$ cat src/rtl/eprom_prog_pkg.sv
package eprom_prog_pkg;

    typedef enum logic [1:0] {
        FK_NONE = 2'd0,
        FK_ID   = 2'd1,
        FK_PROG = 2'd2,
        FK_CMP  = 2'd3
    } fail_kind_t;

    typedef enum logic [3:0] {
        ST_IDLE,
        ST_ID_LO,
        ST_ID_HI,
        ST_PWR_CORE,
        ST_PWR_PROG,
        ST_SETUP,
        ST_PULSE,
        ST_HOLD,
        ST_VERIFY,
        ST_LOWER,
        ST_READBACK
    } seq_state_t;

    typedef struct packed {
        logic ce_n;
        logic oe_n;
        logic pgm_n;
        logic drive;
        logic hv_id;
        logic core_up;
        logic prog_up;
    } strobe_t;

    localparam logic [7:0] MFR_CODE_DEF = 8'h1E;
    localparam logic [7:0] DEV_CODE_DEF = 8'h86;

    function automatic int unsigned max4(input int unsigned a, input int unsigned b,
                                         input int unsigned c, input int unsigned d);
        int unsigned m;
        m = a;
        if (b > m) m = b;
        if (c > m) m = c;
        if (d > m) m = d;
        return m;
    endfunction

    function automatic strobe_t strobes_for(input seq_state_t s);
        strobe_t o;
        o = '{ce_n: 1'b1, oe_n: 1'b1, pgm_n: 1'b1, drive: 1'b0,
               hv_id: 1'b0, core_up: 1'b0, prog_up: 1'b0};
        case (s)
            ST_ID_LO, ST_ID_HI: begin
                o.ce_n  = 1'b0;
                o.oe_n  = 1'b0;
                o.hv_id = 1'b1;
            end
            ST_PWR_CORE: o.core_up = 1'b1;
            ST_PWR_PROG: begin
                o.core_up = 1'b1;
                o.prog_up = 1'b1;
            end
            ST_SETUP, ST_HOLD: begin
                o.ce_n    = 1'b0;
                o.drive   = 1'b1;
                o.core_up = 1'b1;
                o.prog_up = 1'b1;
            end
            ST_PULSE: begin
                o.ce_n    = 1'b0;
                o.pgm_n   = 1'b0;
                o.drive   = 1'b1;
                o.core_up = 1'b1;
                o.prog_up = 1'b1;
            end
            ST_VERIFY: begin
                o.ce_n    = 1'b0;
                o.oe_n    = 1'b0;
                o.core_up = 1'b1;
                o.prog_up = 1'b1;
            end
            ST_READBACK: begin
                o.ce_n = 1'b0;
                o.oe_n = 1'b0;
            end
            default: ;
        endcase
        return o;
    endfunction

endpackage

$ cat src/rtl/eprom_interval_timer.sv
module eprom_interval_timer #(
    parameter int TW = 8
) (
    input  logic          clk,
    input  logic          rst,
    input  logic          load,
    input  logic [TW-1:0] load_val,
    output logic          expired
);
    logic [TW-1:0] cnt;

    always_ff @(posedge clk) begin
        if (rst)
            cnt <= '0;
        else if (load)
            cnt <= load_val;
        else if (cnt != '0)
            cnt <= cnt - 1'b1;
    end

    assign expired = (cnt == '0);

    // a loaded count must run down one step per cycle
    AST_TMR_DOWN: assert property (@(posedge clk) disable iff (rst)
        (!load && cnt != '0) |=> (cnt == $past(cnt) - 1'b1));
endmodule

$ cat src/rtl/eprom_addr_walker.sv
module eprom_addr_walker #(
    parameter int AW = 18
) (
    input  logic          clk,
    input  logic          rst,
    input  logic          load,
    input  logic [AW-1:0] load_first,
    input  logic [AW-1:0] load_last,
    input  logic          step,
    output logic [AW-1:0] addr,
    output logic          at_last
);
    logic [AW-1:0] last_q;

    always_ff @(posedge clk) begin
        if (rst) begin
            addr   <= '0;
            last_q <= '0;
        end else if (load) begin
            addr   <= load_first;
            last_q <= load_last;
        end else if (step) begin
            addr <= addr + 1'b1;
        end
    end

    assign at_last = (addr == last_q);

    AST_WALK_IN_RANGE: assert property (@(posedge clk) disable iff (rst)
        step |-> !at_last);
    AST_WALK_ASCEND: assert property (@(posedge clk) disable iff (rst)
        (step && !load) |=> (addr == $past(addr) + 1'b1));
endmodule

$ cat src/rtl/eprom_prog_seq.sv
module eprom_prog_seq
    import eprom_prog_pkg::*;
#(
    parameter int AW          = 18,
    parameter int DW          = 8,
    parameter int PULSE_CYC   = 12500,
    parameter int SETUP_CYC   = 250,
    parameter int HOLD_CYC    = 250,
    parameter int VERIFY_CYC  = 19,
    parameter int MAX_RETRY   = 10,
    parameter logic [DW-1:0] MFR_CODE = DW'(MFR_CODE_DEF),
    parameter logic [DW-1:0] DEV_CODE = DW'(DEV_CODE_DEF)
) (
    input  logic          clk,
    input  logic          rst,
    input  logic          start,
    input  logic [AW-1:0] first_addr,
    input  logic [AW-1:0] last_addr,
    output logic [AW-1:0] src_addr,
    input  logic [DW-1:0] src_data,
    output logic [AW-1:0] dev_addr,
    output logic [DW-1:0] dev_dout,
    output logic          dev_doe,
    input  logic [DW-1:0] dev_din,
    output logic          dev_ce_n,
    output logic          dev_oe_n,
    output logic          dev_pgm_n,
    output logic          id_hv,
    output logic          core_hi,
    output logic          prog_hi,
    output logic          busy,
    output logic          done,
    output logic          pass,
    output logic [AW-1:0] fail_addr,
    output logic [1:0]    fail_kind
);
    localparam int TMAX = int'(max4(PULSE_CYC, SETUP_CYC, HOLD_CYC, VERIFY_CYC));
    localparam int TW   = $clog2(TMAX + 1);
    localparam int RW   = $clog2(MAX_RETRY + 1);
    localparam int PW   = $clog2(PULSE_CYC + 2);
    localparam logic [TW-1:0] T_PULSE = TW'(PULSE_CYC - 1);
    localparam logic [TW-1:0] T_SETUP = TW'(SETUP_CYC - 1);
    localparam logic [TW-1:0] T_HOLD  = TW'(HOLD_CYC - 1);
    localparam logic [TW-1:0] T_READ  = TW'(VERIFY_CYC - 1);
    localparam logic [RW-1:0] R_LIMIT = RW'(MAX_RETRY);

    seq_state_t    st, st_n;
    strobe_t       sb;
    fail_kind_t    fk_q, fk_n;
    logic          t_ld, t_zero;
    logic [TW-1:0] t_val;
    logic          w_load, w_step, w_last;
    logic [AW-1:0] w_addr;
    logic          fin_ok, fin_fail;
    logic          retry_clr, retry_inc;
    logic [RW-1:0] retry_q;
    logic [PW-1:0] pgm_lo_cnt;
    logic          byte_ok;

    eprom_interval_timer #(.TW(TW)) u_timer (
        .clk      (clk),
        .rst      (rst),
        .load     (t_ld),
        .load_val (t_val),
        .expired  (t_zero)
    );

    eprom_addr_walker #(.AW(AW)) u_walker (
        .clk        (clk),
        .rst        (rst),
        .load       (w_load),
        .load_first (first_addr),
        .load_last  (last_addr),
        .step       (w_step),
        .addr       (w_addr),
        .at_last    (w_last)
    );

    assign byte_ok = (dev_din == src_data);

    always_comb begin
        st_n      = st;
        t_ld      = 1'b0;
        t_val     = '0;
        w_load    = 1'b0;
        w_step    = 1'b0;
        fin_ok    = 1'b0;
        fin_fail  = 1'b0;
        fk_n      = FK_NONE;
        retry_clr = 1'b0;
        retry_inc = 1'b0;
        case (st)
            ST_IDLE: if (start) begin
                st_n = ST_ID_LO; t_ld = 1'b1; t_val = T_READ; w_load = 1'b1;
            end
            ST_ID_LO: if (t_zero) begin
                if (dev_din == MFR_CODE) begin
                    st_n = ST_ID_HI; t_ld = 1'b1; t_val = T_READ;
                end else begin
                    fin_fail = 1'b1; fk_n = FK_ID;
                end
            end
            ST_ID_HI: if (t_zero) begin
                if (dev_din == DEV_CODE) begin
                    st_n = ST_PWR_CORE; t_ld = 1'b1; t_val = T_SETUP;
                end else begin
                    fin_fail = 1'b1; fk_n = FK_ID;
                end
            end
            ST_PWR_CORE: if (t_zero) begin
                st_n = ST_PWR_PROG; t_ld = 1'b1; t_val = T_SETUP;
            end
            ST_PWR_PROG: if (t_zero) begin
                st_n = ST_SETUP; t_ld = 1'b1; t_val = T_SETUP; retry_clr = 1'b1;
            end
            ST_SETUP: if (t_zero) begin
                st_n = ST_PULSE; t_ld = 1'b1; t_val = T_PULSE;
            end
            ST_PULSE: if (t_zero) begin
                st_n = ST_HOLD; t_ld = 1'b1; t_val = T_HOLD;
            end
            ST_HOLD: if (t_zero) begin
                st_n = ST_VERIFY; t_ld = 1'b1; t_val = T_READ;
            end
            ST_VERIFY: if (t_zero) begin
                if (byte_ok) begin
                    t_ld = 1'b1;
                    t_val = T_SETUP;
                    if (w_last) begin
                        st_n = ST_LOWER;
                    end else begin
                        st_n = ST_SETUP; w_step = 1'b1; retry_clr = 1'b1;
                    end
                end else if (retry_q == R_LIMIT) begin
                    fin_fail = 1'b1; fk_n = FK_PROG;
                end else begin
                    st_n = ST_SETUP; t_ld = 1'b1; t_val = T_SETUP; retry_inc = 1'b1;
                end
            end
            ST_LOWER: if (t_zero) begin
                st_n = ST_READBACK; t_ld = 1'b1; t_val = T_READ; w_load = 1'b1;
            end
            ST_READBACK: if (t_zero) begin
                if (!byte_ok) begin
                    fin_fail = 1'b1; fk_n = FK_CMP;
                end else if (w_last) begin
                    fin_ok = 1'b1;
                end else begin
                    w_step = 1'b1; t_ld = 1'b1; t_val = T_READ;
                end
            end
            default: st_n = ST_IDLE;
        endcase
        if (fin_ok || fin_fail) st_n = ST_IDLE;
    end

    always_ff @(posedge clk) begin
        if (rst) begin
            st        <= ST_IDLE;
            done      <= 1'b0;
            pass      <= 1'b0;
            fail_addr <= '0;
            fk_q      <= FK_NONE;
            retry_q   <= '0;
        end else begin
            st <= st_n;
            if (st == ST_IDLE && start) begin
                done      <= 1'b0;
                pass      <= 1'b0;
                fail_addr <= '0;
                fk_q      <= FK_NONE;
            end
            if (fin_ok) begin
                done <= 1'b1;
                pass <= 1'b1;
            end
            if (fin_fail) begin
                done      <= 1'b1;
                pass      <= 1'b0;
                fk_q      <= fk_n;
                fail_addr <= (fk_n == FK_ID) ? '0 : w_addr;
            end
            if (retry_clr)
                retry_q <= '0;
            else if (retry_inc)
                retry_q <= retry_q + 1'b1;
        end
    end

    always_ff @(posedge clk) begin
        if (rst)
            pgm_lo_cnt <= '0;
        else if (!dev_pgm_n)
            pgm_lo_cnt <= pgm_lo_cnt + 1'b1;
        else
            pgm_lo_cnt <= '0;
    end

    assign sb        = strobes_for(st);
    assign dev_ce_n  = sb.ce_n;
    assign dev_oe_n  = sb.oe_n;
    assign dev_pgm_n = sb.pgm_n;
    assign dev_doe   = sb.drive;
    assign id_hv     = sb.hv_id;
    assign core_hi   = sb.core_up;
    assign prog_hi   = sb.prog_up;
    assign dev_addr  = sb.hv_id ? AW'(st == ST_ID_HI) : w_addr;
    assign dev_dout  = sb.drive ? src_data : '0;
    assign src_addr  = w_addr;
    assign busy      = (st != ST_IDLE);
    assign fail_kind = fk_q;

    AST_PROG_NEEDS_CORE: assert property (@(posedge clk) disable iff (rst)
        prog_hi |-> core_hi);
    AST_CORE_BEFORE_PROG: assert property (@(posedge clk) disable iff (rst)
        $rose(prog_hi) |-> $past(core_hi));
    AST_NO_BUS_FIGHT: assert property (@(posedge clk) disable iff (rst)
        !dev_oe_n |-> !dev_doe);
    AST_PULSE_WIDTH: assert property (@(posedge clk) disable iff (rst)
        $rose(dev_pgm_n) |-> (pgm_lo_cnt == PW'(PULSE_CYC)));
    AST_SETUP_STABLE: assert property (@(posedge clk) disable iff (rst)
        $fell(dev_pgm_n) |-> ($past(dev_doe) && $stable(dev_addr) && $stable(dev_dout)));
    AST_HOLD_START: assert property (@(posedge clk) disable iff (rst)
        $rose(dev_pgm_n) |-> (dev_doe && $stable(dev_dout) && $stable(dev_addr)));
    AST_ID_LOW_SUPPLY: assert property (@(posedge clk) disable iff (rst)
        id_hv |-> (!prog_hi && dev_pgm_n));
    AST_RETRY_BOUND: assert property (@(posedge clk) disable iff (rst)
        retry_q <= R_LIMIT);
    AST_PASS_CLEAN: assert property (@(posedge clk) disable iff (rst)
        (done && pass) |-> (fail_kind == 2'd0));
endmodule

$ cat config.mk
export PLATFORM = sky130hd
export DESIGN_NAME = eprom_prog_seq
export DESIGN_NICKNAME = d
export VERILOG_FILES = /design/src/rtl/eprom_prog_pkg.sv /design/src/rtl/eprom_interval_timer.sv /design/src/rtl/eprom_addr_walker.sv /design/src/rtl/eprom_prog_seq.sv
export SDC_FILE = /design/constraint.sdc
export NUM_CORES = 1
export LEC_CHECK = 0
export ABC_AREA = 1
export BUFFER_PORTS_ARGS = -buffer_cell sky130_fd_sc_hd__buf_4
export CAP_MARGIN = 40
export CORE_MARGIN = 8
export CORE_UTILIZATION = 39
export CTS_CLUSTER_SIZE = 28
export DETAILED_ROUTE_END_ITERATION = 10
export GPL_TIMING_DRIVEN = 1
export PLACE_DENSITY = 0.62
export RECOVER_POWER = 100
export SYNTH_ARGS = -nofsm -noshare
export SYNTH_HDL_FRONTEND = slang
export SYNTH_SLANG_ARGS = --single-unit
$ cat constraint.sdc
create_clock -name clk -period 3.1 [get_ports clk]
set_clock_uncertainty 0.05 [all_clocks]
set_input_delay 0.775 -clock clk [delete_from_list [all_inputs] [get_ports clk]]
set_output_delay 0.775 -clock clk [all_outputs]
set_load 0.01 [all_outputs]
# Word-level counts from Yosys, hierarchy flattened

Index checks and enable logic that the tools add are counted.

$add $sub $neg: 3
Equal/unequal tests: 29
Mux-type cells: 95
Bitwise gates (word level): 1
Reduce and logical (&&, ||, !) cells: 25

Operators by type and width:

| kind                    | number |
|---|---|
| $pmux W14 S8            | 1 |
| $mux W18                | 6 |
| $mux W4                 | 15 |
| $mux W8                 | 7 |
| $pmux W4 S11            | 1 |
| $mux W1                 | 43 |
| $mux W14                | 3 |
| $mux W5                 | 7 |
| $ne A2 B2 Y1 const B    | 12 |
| $add A18 B1 Y18 const B | 1 |
| $eq A18 B18 Y1          | 1 |
| $eq A4 B3 Y1 const B    | 4 |
| $eq A4 B4 Y1 const B    | 4 |
| $logic_not A14 Y1       | 1 |
| $mux W2                 | 7 |
| $reduce_and A14 Y1      | 1 |
| $reduce_bool A14 Y1     | 1 |
| $sub A14 B1 Y14 const B | 1 |
| $reduce_or A2 Y1        | 6 |
| $reduce_or A6 Y1        | 2 |
| $eq A4 B2 Y1 const B    | 2 |
| $eq A8 B5 Y1 const B    | 1 |
| $eq A8 B8 Y1            | 1 |
| $eq A8 B8 Y1 const B    | 1 |
| 19 further kinds        | 24 |

Bits in registers: 80
Input port bits: 55
Output and inout bits: 74
Logic and storage cells: 162

# Logic depth before layout (Yosys ltp)

Gate-level depths: netlist of run 1.

Depth after elaboration: 8
Gate-level depth with buffers: 16
Gate-level depth less buffers: 14

# Cells and area by module

Synthesis of run 1 repeated with hierarchy kept, for this count alone.

Cell total of the unflattened synthesis: 853
Area, all modules: 5315.1 sq um

Modules (own cells, without submodules):

| module               | times used | cells an instance | area an instance (sq um) | sequential area each (sq um) |
|---|---|---|---|---|
| eprom_prog_seq       | 1          | 402               | 2303.5                   | 600.6 |
| eprom_addr_walker    | 1          | 293               | 2008.2                   | 720.7 |
| eprom_interval_timer | 1          | 158               | 1003.5                   | 280.3 |

# Least setup slack after synthesis of run 1

OpenSTA, ideal clock, no wires.

Path kind: flip-flop to output port
Start: register st[2]
End: output port dev_addr[10]
Data arrival time: 1.476 ns
Data required time: 2.275 ns
Slack: 0.799 ns
Stages on the path, launching flop included: 8
Path buffers: 1
Cell sequence: dfxtp_1 -> inv_2 -> nand2_1 -> nor2_2 -> nor2_1 -> clkbuf_1 -> nand2_1 -> inv_1

Cells in the longest elaborated chain, start to end: 4
Elaborated cells between the ends (all ways): 5
Classes of those cells: eq/ne (2); mux (2); reduce/logical (1)

Ends and longest elaborated chain:

| item                                         | line                  | source |
|---|---|---|
| start, declared                              | eprom_prog_seq.sv:47  | `seq_state_t st, st_n;` |
| start signal, assigned                       | eprom_prog_seq.sv:166 | `st <= st_n;` |
| $eq A4 B2 Y1 or $eq A4 B1 Y1 (tied branches) | eprom_prog_pkg.sv:51  | `case (s)` |
| $reduce_or A2 Y1 (*)                         | eprom_prog_pkg.sv:51  |  |
| $mux W1 (*)                                  | eprom_prog_pkg.sv:51  |  |
| $mux W18 (*)                                 | eprom_prog_seq.sv:207 | `assign dev_addr = sb.hv_id ? AW'(st == ST_ID_HI) : w_addr;` |
| end, declared                                | eprom_prog_seq.sv:21  | `output logic [AW-1:0] dev_addr,` |

Mark *: on every way between the ends. The rest lies on a longest branch, timed or not.

# Final worst setup path of run 1

Start: register st[1]
End: output port dev_ce_n

Cells in the longest elaborated chain, start to end: 3
Elaborated cells between the ends (all ways): 9
Classes of those cells: eq/ne (7); mux (1); reduce/logical (1)

Ends and longest elaborated chain:

| item                                  | line                 | source |
|---|---|---|
| $eq A4 B3 Y1 (tied with other cells)  | eprom_prog_pkg.sv:51 |  |
| $reduce_or A7 Y1 (no source line) (*) | n/a                  |  |
| $mux W1 (*)                           | eprom_prog_pkg.sv:51 |  |
| end, declared                         | eprom_prog_seq.sv:25 | `output logic dev_ce_n,` |

Marks and branches as above.

==> results of run 1 <==
==> cells by family (layout without fill, tap and decap cells) <==
kind of cell    after synthesis  count (layout)  synth area share (%)
simple gates                410             410                  36.5
mux                           1               1                 0.202
fa+ha+maj                     4               4                  1.01
compound gates              112             112                  12.3
xor+xnor                     32              32                  5.66
flops                        80              80                  32.3
buf+inv                     145             266                  12.0
==> worst max-delay path: cells and delay by family, from the launching register on <==
family | cells | cell delay, ps
buffers and inverters | 3 | 500
DFF | 1 | 480
and+or+nand+nor | 5 | 630
==> report_power, final <==
| group | leakage (nW) | switching (mW) | internal, mW | total, mW |
|---|---|---|---|---|
| clock | 0.149 | 0.445 | 0.674 | 1.12 |
| combinational | 1.99 | 1.52 | 0.815 | 2.33 |
| sequential | 0.655 | 0.321 | 1.25 | 1.58 |
| total | 2.79 | 2.28 | 2.74 | 5.03 |
==> placed cells by master (no fill, tap or decap), drive strengths merged <==
| cell | count |
|---|---|
| nand2 | 221 |
| inv | 117 |
| nor2 | 112 |
| clkbuf | 83 |
| dfxtp | 80 |
| buf | 63 |
| o21ai | 53 |
| a21oi | 52 |
| nand3 | 36 |
| xor2 | 21 |
| nor3 | 17 |
| xnor2 | 11 |
| nand4 | 11 |
| or2 | 6 |
| ha | 4 |
| nor4 | 4 |
| nand3b | 3 |
| o22ai | 2 |
| clkinvlp | 2 |
| a211oi | 1 |
| a31oi | 1 |
| o211ai | 1 |
| a21boi | 1 |
| o31ai | 1 |
| mux2i | 1 |
| bufinv | 1 |
==> through the flow <==
step	cells	power (mW)	hold slack [ps]
2_1_floorplan	784	3.31	392
3_3_place_gp	1060	4.10	405
3_5_place_dp	1061	4.11	407
4_1_cts	1077	5.25	417
5_1_grt	1077	5.48	434
6_report	1077	5.03	417
==> metal layers <==
| metal | track usage (%) | up-vias | wire (um) |
|---|---|---|---|
| met1 | 22.4 | 2256 | 6630 |
| met2 | 30.8 | 121 | 7200 |
| met3 | 4.68 | 12 | 811 |
| li1 | - | 2677 | - |
| met5 | 0 | - | 0 |
| met4 | 4.98 | 0 | 136 |
==> state kept, by name, summed over array words and instances, names as in the netlist <==
signal	cells
u_timer.cnt	14
retry_q	4
pass	1
st	4
done	1
fail_kind	2
u_walker.last_q	18
fail_addr	18
u_walker.addr	18
==> how the worst max path moves through the flow <==
stage / endpoint / from / slack [ps] / cells past startpoint
floorplan: dev_addr[10] / st[2] / 800 / 7
global placement: fail_addr[5] / dev_din[0] / 440 / 11
detailed placement: u_walker.addr[13] / dev_din[0] / 520 / 15
CTS: dev_ce_n / st[1] / 390 / 8
global route: u_timer.cnt[4] / u_timer.cnt[1] / 120 / 10
finish: dev_ce_n / st[1] / 330 / 8
==> area by class of cell <==
cell class | count | area, sq um | area share (%)
Clock buffer | 11 | 253 | 4.18
Clock inverter | 5 | 62.6 | 1.04
Inverter | 115 | 432 | 7.15
Multi-Input combinational cell | 559 | 2730 | 45.2
Sequential cell | 80 | 1600 | 26.5
Tap cell | 172 | 215 | 3.56
Timing Repair Buffer | 135 | 748 | 12.4
==> key figures, run 1 <==
Synth
  – Count of synthesis-stage warnings from yosys: 0
  – Number of enable flip-flop cells after synthesis: 0
  – Post-synthesis register bit count: 80
  – Synth top area cells: dfxtp_1 (32%), nand2_1 (15%), nor2_1 (7.9%)
  – Count of mapped cells out of synthesis: approximately 780
  – Ys async rst share: 0%
  – Most frequent cell after synthesis: nand2_1
  – Unique cell type count in the Yosys netlist: 39
  – Area share of the leading cell type in the synthesized netlist: 32.3%
  – Share of synthesized area occupied by flip-flops and latches: approximately a third
  – Most used standard cells in the synthesized netlist: nand2_1 (204), nor2_1 (104), inv_1 (99), dfxtp_1 (80), o21ai_0 (45)
  – Net count of the mapped netlist: 843
  – Most common flop cell mapped by yosys: dfxtp_1
  – Post-synth design cell area: approximately 5000 sq um
  – Per-instance average area after synthesis: 6.32 sq um
  – Dominant cell type by area after synthesis: dfxtp_1

Global route
  – First-pass GRT wire length: 24400 um
  – Number of global-route vias before repair: roughly 4900
  – Total track usage: 18.2%
  – Pin count of the biggest net entering global routing: 37
  – Total congestion overflow after global routing: 0
  – Number of antenna violations at the first check in global routing: 0

Floorplan
  – Ports: 129
  – Std-Cell Rows: 41
  – Initial cell density of the core: about two fifths
  – Total Die Area: between 15000 and 20000 sq um
  – Core Box Area: around 13000 sq um
  – Overall die height: 129 um
  – Horiz. Die Dim: 129 um

Clocking
  – Clk Tree Root Cell: clkbuf_16
  – Level count of the clock H-tree: 3
  – TritonCTS sink count: 80
  – CTS Buffer Depth: 2
  – TritonCTS clock tree: done
  – Number of buffers inserted for hold repair after clock tree synthesis: 0
  – CTS clock-pin slew for the worst setup and hold paths: 70 ps
  – Worst skew pair latency: 340 ps
  – Post-CTS resize count: 0
  – Number of buffers created by CTS: 9
  – Number of setup buffers added after CTS: 0

Layout
  – Antenna fix cells: 0
  – Final-layout fill cell count: 1444
  – Final std cell area, no fill: 6040 sq um
  – Net count of the finished layout: 959
  – Util after Layout: 48.3%
  – Share of layout cells above drive strength 1: 14.5%
  – Relative area change from synthesis to final layout: 21.9%

Route
  – Overall routed net length: 14800 um
  – Final routed DRC violation total: 0
  – Via-to-Cell Ratio: 4.70
  – Detailed router's first-iteration violation count: roughly 290
  – Vias: about 5000
  – Pre-antenna DRT Iters: 4
  – Routed length per instance: 13.7 um
  – DRT antenna net count: 0

Worst setup path
  – Worst setup path class: reg -> out
  – Nature of the critical path startpoint: register
  – Worst r2r dst: u_timer.cnt[4]
  – Startpoint of the lowest-slack register-to-register path: u_timer.cnt[1]
  – Worst path arrival time: around 1900 ps
  – Sort of element at the end of the critical path: output port
  – Logic depth of the worst register-to-register path: 10
  – Register-to-register setup slack: 430 ps
  – Ordered list of cells on the worst path: inv_2, nand2_1, nor2_1, nor2_1, buf_4, nand2_1, nor2_1, clkbuf_1
  – Delay of the slowest cell on the worst path: 480 ps
  – Most prevalent standard cell on the critical path: nor2_1
  – Maximum fanout along the worst path: 19
  – Required @ worst endpoint: 2270 ps
  – Slowest cell on the critical path: dfxtp_1

Worst hold path
  – Worst Hold Endpoint: u_walker.last_q[17]
  – Start point of the worst min-delay path: u_walker.last_q[17]
  – Worst hold path stage count: 2
  – Worst min-delay path class: reg -> reg

Power
  – Max VDD drop: about 0.35 mV
  – Lkg Pwr: between 2 and 3 nW
  – Areal power density over the cells: 832 nW/um^2

Placement
  – Total placed instance area: 6020 sq um
  – Weighted congestion at the end of routability-driven global placement: 0.846
  – Worst setup timing slack at the placement stage: 520 ps
  – DP Wirelength: 11200 um
  – PortBufs: 128

STA
  – Final worst path period share: 89.3%
  – Number of endpoints failing setup at the final stage: 0
  – Final worst setup slack: ~330 ps
  – Maximum achievable frequency: around 360 MHz
  – Final sum of negative setup slack: 0 ps
  – Min Clock Period, post-route: 2770 ps
  – Total count of max-transition violations in the final report: 0
  – Unrepaired setup endpoints after global routing: false
  – Slew @ Worst Pin: ~630 ps
  – Total count of hold-check failures in the final report: 0
  – Slew Limit Headroom: about 58%

Run
  – Max Cap Violations: 0

Outcome
  – Run status: complete, no violations
(Power assumes the default switching activity.)
==> inputs of run 2 (changes only) <==
- CORE_UTILIZATION: 39 -> 55
- PLACE_DENSITY: 0.62 -> 0.83
==> run 2 against run 1 <==
- die area is 26% lower
- global-route usage is 5.0 points higher
- critical path depth is 3 higher
- largest power group unchanged
==> key figures, run 2 (synthesized netlist as in run 1, its figures left out) <==
Global route
  – Number of antenna violations at the first check in global routing: 0
  – First-pass GRT wire length: 24300 um
  – Number of global-route vias before repair: between 5000 and 6000
  – Total track usage: 23.2%
  – Total congestion overflow after global routing: 0
  – Pin count of the biggest net entering global routing: 37

Placement
  – Total placed instance area: 5960 sq um
  – Weighted congestion at the end of routability-driven global placement: 0.992
  – PortBufs: between 100 and 150
  – Count of placed standard cells including taps: 999
  – DP Wirelength: 11400 um

Layout
  – Net count of the finished layout: 961
  – Top Registers: fail_addr x18, u_walker.addr x18, u_walker.last_q x18
  – Final-layout fill cell count: 836
  – Post-route non-filler standard cell count: roughly 1000
  – Commonest non-fill, non-tap cells in the layout: nand2_1 (206), nor2_1 (107), inv_1 (100), dfxtp_1 (80), clkbuf_1 (72)
  – Commonest non-fill, non-tap cell in the layout: nand2_1
  – Final std cell area, no fill: 5850 sq um
  – Antenna fix cells: 0
  – Share of layout cells above drive strength 1: 14.2%
  – Relative area change from synthesis to final layout: 18.1%

STA
  – Slew @ Worst Pin: 551 ps
  – Total count of hold-check failures in the final report: 0
  – Unrepaired setup endpoints after global routing: false
  – Total count of max-transition violations in the final report: 0
  – Min Clock Period, post-route: about 2800 ps
  – Maximum achievable frequency: 361 MHz
  – Final worst path period share: 89.4%
  – Final sum of negative setup slack: 0 ps
  – Number of endpoints failing setup at the final stage: 0
  – Slew Limit Headroom: 63.1%

Clocking
  – Number of buffers created by CTS: 9
  – Number of buffers inserted for hold repair after clock tree synthesis: 0
  – Clk Tree Root Cell: clkbuf_8
  – CTS Buffer Depth: 2
  – Worst skew pair latency: 360 ps
  – Level count of the clock H-tree: 3
  – TritonCTS clock tree: done
  – TritonCTS sink count: 80
  – Post-CTS resize count: 0
  – CTS clock-pin slew for the worst setup and hold paths: 80 ps
  – Number of setup buffers added after CTS: 0

Worst setup path
  – Slowest cell on the critical path: nor2_1
  – Maximum fanout along the worst path: 7
  – Worst setup path class: reg -> reg
  – Ordered list of cells on the worst path: inv_1, ha_1, nand2_1, nor2_1, nand3_2, nor2_1, nand4_1, nor2_1, xor2_1, inv_1, nor2_1
  – Delay of the slowest cell on the worst path: about 460 ps
  – Sort of element at the end of the critical path: register
  – Required @ worst endpoint: approximately 3400 ps
  – Register-to-register setup slack: 330 ps
  – Nature of the critical path startpoint: register
  – Worst path arrival time: 3020 ps
  – Most prevalent standard cell on the critical path: nor2_1

Route
  – Via-to-Cell Ratio: 5.36
  – Final routed DRC violation total: 0
  – Pre-antenna DRT Iters: 5
  – DRT antenna net count: 0
  – Detailed router's first-iteration violation count: between 200 and 300
  – Vias: 5438
  – Overall routed net length: roughly 15000 um
  – Routed length per instance: about 15 um

Run
  – Max Cap Violations: 0

Floorplan
  – Std-Cell Rows: 34
  – Initial cell density of the core: between 50% and 60%
  – Total Die Area: around 12000 sq um
  – Ports: 129
  – Horiz. Die Dim: 111 um
  – Core Box Area: 8720 sq um
  – Overall die height: 111 um

Power
  – Max VDD drop: between 0.4 and 0.5 mV
  – Lkg Pwr: 2.75 nW
  – Areal power density over the cells: 811 nW/um^2
  – Total chip power: about 4.7 mW

Worst hold path
  – Worst min-delay path class: reg -> reg

Outcome
  – Run status: complete, no violations
run 2: changes by cell type in the layout (fill, tap and decap cells not counted), sizes merged:
cell | before | now
buf | 63 | 65
clkbuf | 83 | 82
clkinv | 0 | 2
inv | 117 | 116
run 2: report_power, final:
part | internal, mW | switching (mW) | leakage [nW]
clock network | 0.396 | 0.397 | 0.0989
registers | 1.25 | 0.313 | 0.655
logic | 0.822 | 1.56 | 1.99
run 2: metal layers:
metal | track usage, % | vias up | wire, um
li1 | - | 2676 | -
met1 | 27.8 | 2475 | 6160
met2 | 38.7 | 254 | 7190
met3 | 5.84 | 33 | 1100
met4 | 9.28 | 0 | 352
met5 | 0 | - | 0
run 2: per-stage QoR:
step,setup WS [ps],hold WS (ps),util (%)
floorplan,799,392,-
global placement,703,401,68.3
detailed placement,560,408,68.3
CTS,447,418,70.6
global route,147,445,67.1
finish,327,418,67.1
run 2: final timing paths:
check	from	endpoint	cells past startpoint
max	u_timer.cnt[0]	retry_q[3]	11
min	fail_kind[1]	fail_kind[1]	2
max reg2reg	u_timer.cnt[0]	retry_q[3]	11
min reg2reg	fail_kind[1]	fail_kind[1]	2
run 2: cell type report:
| cell class | count | area (sq um) | area share [%] |
|---|---|---|---|
| repair buffers | 137 | 758 | 13.0 |
| flip-flops and latches | 80 | 1600 | 27.4 |
| inverters | 115 | 432 | 7.38 |
| well taps | 108 | 135 | 2.31 |
| clock inverters | 6 | 67.6 | 1.16 |
| clock buffers | 10 | 138 | 2.35 |
| multi-input cells | 559 | 2720 | 46.5 |
run 2: critical path, delay by kind of cell, from the launching register on:
kind                     cells  cell delay, ps
XOR/XNOR                     1             170
adder cells (fa/ha/maj)      1             160
buffers and inverters        2             140
flip-flops                   1             350
AND/OR/NAND/NOR              7            1830
